==> config.mk <==
export PLATFORM = sky130hd
export DESIGN_NAME = cmd_burst_sender
export DESIGN_NICKNAME = d
export VERILOG_FILES = /design/src/rtl/cmd_burst_pkg.sv /design/src/rtl/cmd_baud_tick.sv /design/src/rtl/cmd_uart_tx.sv /design/src/rtl/cmd_byte_sequencer.sv /design/src/rtl/cmd_burst_sender.sv
export SDC_FILE = /design/constraint.sdc
export NUM_CORES = 1
export LEC_CHECK = 0
export CORE_AREA = 2 2 64 66
export DETAILED_ROUTE_END_ITERATION = 8
export DIE_AREA = 0 0 66 68
export GPL_TIMING_DRIVEN = 0
export HOLD_SLACK_MARGIN = 0.08
export PLACE_DENSITY = 0.69
export SYNTH_ARGS = -nofsm -noshare
export SYNTH_HDL_FRONTEND = slang
export SYNTH_SLANG_ARGS = --single-unit
==> constraint.sdc <==
create_clock -name clk -period 5.4 [get_ports clk]
set_input_delay 1.62 -clock clk [delete_from_list [all_inputs] [get_ports clk]]
set_output_delay 1.62 -clock clk [all_outputs]
set_load 0.005 [all_outputs]
==> src/rtl/cmd_burst_pkg.sv <==
package cmd_burst_pkg;

    localparam int BYTE_W = 8;

    typedef enum logic [2:0] {
        TX_IDLE,
        TX_ARMED,
        TX_START,
        TX_DATA,
        TX_STOP
    } tx_state_t;

    typedef enum logic [1:0] {
        SQ_IDLE,
        SQ_LOAD,
        SQ_WAIT
    } seq_state_t;

    typedef struct packed {
        logic              valid;
        logic [BYTE_W-1:0] data;
    } byte_load_t;

endpackage

==> src/rtl/cmd_baud_tick.sv <==
module cmd_baud_tick #(
    parameter int DIV = 416
) (
    input  logic clk,
    input  logic rst,
    output logic tick
);
    localparam int CW = (DIV > 1) ? $clog2(DIV) : 1;

    logic [CW-1:0] cnt;

    always_ff @(posedge clk) begin
        if (rst) begin
            cnt  <= '0;
            tick <= 1'b0;
        end else if (cnt == CW'(DIV - 1)) begin
            cnt  <= '0;
            tick <= 1'b1;
        end else begin
            cnt  <= cnt + 1'b1;
            tick <= 1'b0;
        end
    end
endmodule

==> src/rtl/cmd_uart_tx.sv <==
module cmd_uart_tx
    import cmd_burst_pkg::*;
(
    input  logic       clk,
    input  logic       rst,
    input  logic       tick,
    input  byte_load_t load,
    output logic       line,
    output logic       idle,
    output logic       done
);
    localparam int BW = $clog2(BYTE_W);

    tx_state_t         st;
    logic [BYTE_W-1:0] shreg;
    logic [BW-1:0]     bitn;

    assign idle = (st == TX_IDLE);

    always_ff @(posedge clk) begin
        if (rst) begin
            st    <= TX_IDLE;
            line  <= 1'b1;
            done  <= 1'b0;
            shreg <= '0;
            bitn  <= '0;
        end else begin
            done <= 1'b0;
            case (st)
                TX_IDLE: if (load.valid) begin
                    shreg <= load.data;
                    st    <= TX_ARMED;
                end
                TX_ARMED: if (tick) begin
                    line <= 1'b0;
                    st   <= TX_START;
                end
                TX_START: if (tick) begin
                    line  <= shreg[0];
                    shreg <= shreg >> 1;
                    bitn  <= '0;
                    st    <= TX_DATA;
                end
                TX_DATA: if (tick) begin
                    if (bitn == BW'(BYTE_W - 1)) begin
                        line <= 1'b1;
                        st   <= TX_STOP;
                    end else begin
                        line  <= shreg[0];
                        shreg <= shreg >> 1;
                        bitn  <= bitn + 1'b1;
                    end
                end
                TX_STOP: if (tick) begin
                    done <= 1'b1;
                    st   <= TX_IDLE;
                end
                default: st <= TX_IDLE;
            endcase
        end
    end
endmodule

==> src/rtl/cmd_byte_sequencer.sv <==
module cmd_byte_sequencer
    import cmd_burst_pkg::*;
#(
    parameter int                        N_CHARS = 11,
    parameter logic [8*N_CHARS-1:0]      CMD     = "AT+CMGR=loc",
    localparam int                       IDX_W   = $clog2(N_CHARS)
) (
    input  logic             clk,
    input  logic             rst,
    input  logic             trigger,
    input  logic             tx_done,
    output byte_load_t       load,
    output logic             busy,
    output logic             finished,
    output logic [IDX_W-1:0] idx
);
    seq_state_t st;
    logic       trig_q;
    logic       start;

    function automatic logic [BYTE_W-1:0] pick(input logic [IDX_W-1:0] i);
        return CMD[BYTE_W*(N_CHARS-1-int'(i)) +: BYTE_W];
    endfunction

    assign start      = trigger && !trig_q && (st == SQ_IDLE);
    assign load.valid = (st == SQ_LOAD);
    assign load.data  = pick(idx);

    always_ff @(posedge clk) begin
        if (rst) begin
            st       <= SQ_IDLE;
            trig_q   <= 1'b0;
            idx      <= '0;
            busy     <= 1'b0;
            finished <= 1'b0;
        end else begin
            trig_q   <= trigger;
            finished <= 1'b0;
            case (st)
                SQ_IDLE: if (start) begin
                    idx  <= '0;
                    busy <= 1'b1;
                    st   <= SQ_LOAD;
                end
                SQ_LOAD: st <= SQ_WAIT;
                SQ_WAIT: if (tx_done) begin
                    if (idx == IDX_W'(N_CHARS - 1)) begin
                        busy     <= 1'b0;
                        finished <= 1'b1;
                        st       <= SQ_IDLE;
                    end else begin
                        idx <= idx + 1'b1;
                        st  <= SQ_LOAD;
                    end
                end
                default: st <= SQ_IDLE;
            endcase
        end
    end
endmodule

==> src/rtl/cmd_burst_sender.sv <==
module cmd_burst_sender
    import cmd_burst_pkg::*;
#(
    parameter int CLK_HZ  = 4_000_000,
    parameter int BAUD    = 9600,
    parameter int N_CHARS = 11,
    parameter logic [8*N_CHARS-1:0] CMD = "AT+CMGR=loc"
) (
    input  logic clk,
    input  logic rst,
    input  logic msg_arrived,
    output logic tx_serial,
    output logic busy,
    output logic done_pulse
);
    localparam int DIV   = CLK_HZ / BAUD;
    localparam int IDX_W = $clog2(N_CHARS);

    logic             tick;
    byte_load_t       load;
    logic             tx_idle;
    logic             tx_done;
    logic [IDX_W-1:0] seq_idx;

    cmd_baud_tick #(.DIV(DIV)) u_tick (
        .clk  (clk),
        .rst  (rst),
        .tick (tick)
    );

    cmd_byte_sequencer #(.N_CHARS(N_CHARS), .CMD(CMD)) u_seq (
        .clk      (clk),
        .rst      (rst),
        .trigger  (msg_arrived),
        .tx_done  (tx_done),
        .load     (load),
        .busy     (busy),
        .finished (done_pulse),
        .idx      (seq_idx)
    );

    cmd_uart_tx u_tx (
        .clk  (clk),
        .rst  (rst),
        .tick (tick),
        .load (load),
        .line (tx_serial),
        .idle (tx_idle),
        .done (tx_done)
    );
endmodule

======== Word-level counts from Yosys, hierarchy flattened ========
Index checks and enable logic that the tools add are counted.
W data, S select, Z words.
storage, ports and cells
  bits in registers ....................... 35
  input bits .............................. 3
  output and inout port bits .............. 3
  word-level logic and storage cells ...... 94
operators by class
  add/sub/neg operators ................... 4
  equality and inequality tests ........... 20
  shift-type cells ........................ 1
  multiplexer cells ....................... 35
  bitwise operators ....................... 3
  reductions and logical operators ........ 19
operators with widths
  kind                        count
  $shiftx A88 B32 Y8 const A  1
  $mux W8                     4
  $mux W3                     8
  $pmux W8 S3                 1
  $reduce_and A4 Y1           4
  $pmux W3 S5                 1
  $ne A2 B2 Y1 const B        7
  $mux W4                     3
  $mux W1                     11
  $add A9 B1 Y9 const B       1
  $eq A9 B9 Y1 const B        1
  $ne A2 B1 Y1 const B        4
  $pmux W4 S2                 1
  $eq A3 B2 Y1 const B        2
  $eq A3 B3 Y1 const B        2
  $pmux W2 S3                 1
  $pmux W3 S2                 1
  $reduce_and A6 Y1           1
  $reduce_bool A3 Y1          2
  $reduce_and A5 Y1           1
  $sub A4 B4 Y5 const A       1
  $add A4 B1 Y4 const B       1
  $eq A4 B4 Y1 const B        1
  $mux W2                     2
  other kinds (15)            20

======== Logic depth before layout (Yosys ltp) ========
  word-level depth ........................ 5
  gate-level depth with buffers ........... 9
  gate-level depth less buffers ........... 7

======== Cells and area by module ========
Synthesis repeated with hierarchy kept, for this count alone.
unflattened totals
  cells, all modules ...................... 234
  area total of the unflattened synthesis .. 2084.5 sq um
by module, submodules not included
  module              instances  cells each  area an instance (sq um)  sequential area each (sq um)
  cmd_uart_tx         1          89          887.1                     320.3
  cmd_byte_sequencer  1          97          763.2                     180.2
  cmd_baud_tick       1          48          434.2                     200.2

======== Worst setup path after synthesis ========
Ideal clock, no wire load.
  kind .................................... input to register
  start point ............................. in msg_arrived
  end point ............................... reg u_seq.idx[1]
  data arrival time ....................... 2.632 ns
  data required time ...................... 5.329 ns
  slack ................................... 2.697 ns
  stages .................................. 4
  path through ............................ nor3b_1 -> a31oi_1 -> or4b_2 -> a21oi_1
on the way
  cells in the longest elaborated chain, start to end .. 4
ends and longest elaborated chain
  element                             RTL line                  text
  start, declared                     cmd_burst_sender.sv:11    input logic msg_arrived,
  $logic_and A1 B1 Y1 (2 in a row)    cmd_byte_sequencer.sv:25  assign start = trigger && !trig_q && (st == SQ_IDLE);
  $ne A2 B1 Y1 (no source line)       --
  $reduce_and A4 Y1 (no source line)  --
  end signal, assigned                cmd_byte_sequencer.sv:52  idx <= idx + 1'b1;
  end, declared                       cmd_byte_sequencer.sv:15  output logic [IDX_W-1:0] idx
No other way between the ends.
A chain may end at the register's enable or synchronous reset.

======== Final worst setup path ========
  start point ............................. in msg_arrived
  end point ............................... reg u_seq.idx[0]
Same word-level chain as after synthesis.

==> flow_metrics.py <==
metrics = {
    "outcome": {
        "status": "finished, final reports clean",
    },
    "clocking": {
        "cts_tree": "yes",
        "clock_latency_ns": 0.29,
        "cts_resized": 0,
        "cts_buffer_depth": 2,
        "cts_buffers": 5,
        "clk_pin_slew_ns": 0.07,
        "clkSinkCount": 34,
        "hold_buffers": 0,
        "htree_levels": 2,
        "cts_setup_buffers": 0,
        "cts-root-buf": "clkbuf_8",
    },
    "synth": {
        "syn_nets": 228,
        "synthAdderAreaFrac_pct": 4.107,
        "ys_top_cells_by_area": "dfxtp_1 (37%), nor2_1 (6.4%), xnor2_1 (4.3%), ha_1 (4.1%), a21oi_1 (3.6%)",
        "synth-xor-area-share_pct": 5.749,
        "yosys.area.top_type_share_pct": 37.23,
        "ys.flop_type": "dfxtp_1",
        "ys_seq_elements": 34,
        "synth_top_family_by_area": "simple AND/OR/NAND/NOR gates",
        "synthesis.area_sq_mm": 0.001828,
        "synth.top_cells.by_count": "dfxtp_1 (34), nor2_1 (31), nand2_1 (14)",
        "synth.largest_area_cell": "dfxtp_1",
        "post_synth.cell_area_avg_sq_um": 8.347,
        "yosysMostFrequentCell": "dfxtp_1",
        "yosysSeqAreaShare_pct": 37.23,
        "ys_warn_count": 0,
        "synth-simple-area-share_pct": 27.79,
        "async_flop_share_pct": 0,
        "synthCells": 219,
        "synth_edf_count": 0,
        "muxShareOfSynthArea_pct": 1.643,
        "synth_cell_type_count": 51,
        "synth_compound_area_share_pct": 18.62,
    },
    "die": {
        "ios": 6,
        "die_w_um": 66,
        "core_sq_mm": 0.003856,
        "num_rows": 23,
        "fp.dieH_um": 68,
        "start_util_pct": 47.40,
        "dieArea_sq_mm": 0.004488,
    },
    "placed_design": {
        "dp_hpwl_um": 2572,
        "io_buffers": 4,
        "gp_congestion": 0.8797,
    },
    "global_route": {
        "use_met1_pct": 23.43,
        "use_met3_pct": 4.934,
        "grtUsageTotal_pct": 18.30,
        "grt-ovfl-total": 0,
        "grt_max_degree": 12,
        "top_usage_layer": "met2",
        "antenna_found_initial": 0,
        "grt_pass1_wl_um": 6341,
        "grt_pass1_vias": 1465,
        "use_met2_pct": 29.42,
    },
    "timing": {
        "rsz0062_at_grt": "false",
        "fin_crit_ns": 3.047,
        "final_hold_viol_count": 0,
        "maxSlewHeadroom_pct": 52.88,
        "tightest_slew_ns": 0.6890,
        "period_share_pct": 56.43,
        "max_freq_ghz": 0.3281,
        "slew_violations": 0,
        "fin_skew_ns": 0.004179,
        "setup_tns_ns": 0,
        "setup_viol": 0,
    },
    "power": {
        "p_comb_share_pct": 6.3,
        "seqPwrFrac_pct": 44.7,
        "swShare_pct": 20.44,
        "power.switching_uw": 121.3,
        "total_power_uw": 593.5,
        "p_per_area_mw_per_mm2": 286.3,
        "p_leak_nw": 0.7228,
        "ir_drop_mv": 0.2128,
        "pwr-share-clk_pct": 49.0,
        "power.internal_uw": 472.2,
    },
    "finish": {
        "layout-drive-gt1-share_pct": 11.26,
        "antenna_cells": 0,
        "area_growth_pct": 13.42,
        "nNetsFinal": 239,
    },
    "worst_setup_path": {
        "cp_data_required_time_ns": 5.61,
        "critPathMaxStageDelay_ns": 0.65,
        "crit_type": "in -> reg",
        "arrival_ns": 3.26,
        "startpoint_type": "input port",
        "cp_slowest_cell": "or4b_2",
        "cp_cell_sequence": "clkdlybuf4s50_1, nor3b_1, a31oi_1, or4b_2, a21oi_1",
        "worst_setup_path_end_kind": "flip-flop",
        "critPathMaxFanout": 7,
    },
    "drt": {
        "first_iter_violations": 70,
        "wl_per_cell_um": 13.02,
        "postRouteAntennaNets": 0,
        "drc": 0,
        "wl_um": 3660,
        "vias": 1615,
        "dr.pass1.iters": 4,
        "viasPerCell": 5.747,
    },
    "run": {
        "cap_violations": 0,
    },
    "hold_path": {
        "hp-class": "reg -> reg",
    },
}
worst max-delay path: cells and delay by family:
| kind | cells | cell delay (ns) |
|---|---|---|
| and+or+nand+nor | 2 | 0.84 |
| AOI/OAI and AO/OA | 2 | 0.31 |
| buffers and inverters | 1 | 0.48 |
sequential cells by signal, summed over array words and instances, names as in the netlist:
name,count
u_seq.st,2
u_seq.busy,1
u_seq.finished,1
u_tx.bitn,3
u_tick.cnt,9
u_seq.trig_q,1
u_tick.tick,1
u_seq.idx,4
u_tx.line,1
u_tx.done,1
u_tx.shreg,7
u_tx.st,3
area by class of cell:
cell class                 instances  area, sq um
buffer                            12        62.56
clock buffer                       6        82.58
clock inverter                     2        60.06
fill                             383         1783
inverter                           7        26.28
multi-input combinational        166         1059
sequential                        34        680.7
tap                               50        62.56
timing repair buffer               4        40.04
cells in the final DEF (no fill, tap or decap), types with 3 or more instances in the layout:
cell / n
a211oi_1: 6
a21oi_1: 13
a22oi_1: 3
buf_2: 4
clkbuf_1: 3
clkbuf_8: 6
clkdlybuf4s50_1: 4
dfxtp_1: 34
ha_1: 6
inv_1: 7
mux2i_1: 3
nand2_1: 14
nand2b_1: 7
nand3_1: 5
nand3b_1: 5
nor2_1: 31
nor3_1: 9
nor3b_1: 5
o21ai_0: 11
or4b_2: 3
xnor2_1: 9
xor2_1: 3
routing by layer:
layer	routed length, um	share of wire (%)	up-vias
met2	1646	45	34
met5	0	0	-
met3	148	4.0	8
li1	-	-	805
met4	69	1.9	0
met1	1796	49	768
power groups by stage:
| stage | combinational [mW] | clock [mW] | sequential, mW |
|---|---|---|---|
| after floorplan | 0.0290 | 0 | 0.269 |
| after global placement | 0.0372 | 0 | 0.271 |
| after detailed placement | 0.0372 | 0 | 0.271 |
| after CTS | 0.0376 | 0.297 | 0.265 |
| after global routing | 0.0432 | 0.307 | 0.266 |
| final | 0.0375 | 0.291 | 0.265 |
worst paths after layout:
check                 from             to  slack, ns  depth (start not counted)
min          u_tick.cnt[0]  u_tick.cnt[0]       0.46                          1
min reg2reg  u_tick.cnt[0]  u_tick.cnt[0]       0.46                          1
max reg2reg   u_seq.idx[0]  u_tx.shreg[0]       2.83                          9
max            msg_arrived   u_seq.idx[0]       2.35                          5
cells by family (layout without fill, tap and decap cells):
group	Yosys count	count (layout)
and+or+nand+nor	95	95
AOI/OAI and AO/OA	50	50
DFF	34	34
buffers and inverters	19	31
xor gates and xnor gates	12	12
adders and majority gates	6	6
muxes	3	3
stage by stage:
step | hold slack [ns] | instance area (sq um) | utilization, % | setup slack (ns) | std cells
final | 0.4646 | 2073 | 53.76 | 2.353 | 281
after global routing | 0.5020 | 2073 | 53.76 | 2.249 | 281
after CTS | 0.4690 | 2073 | 53.76 | 2.360 | 281
after detailed placement | 0.4512 | 1931 | 50.06 | 2.080 | 273
after global placement | 0.4465 | 1931 | 50.06 | 2.050 | 273
after floorplan | 0.4299 | 1828 | - | 2.697 | 219
Power figures use the tool's default switching activity.
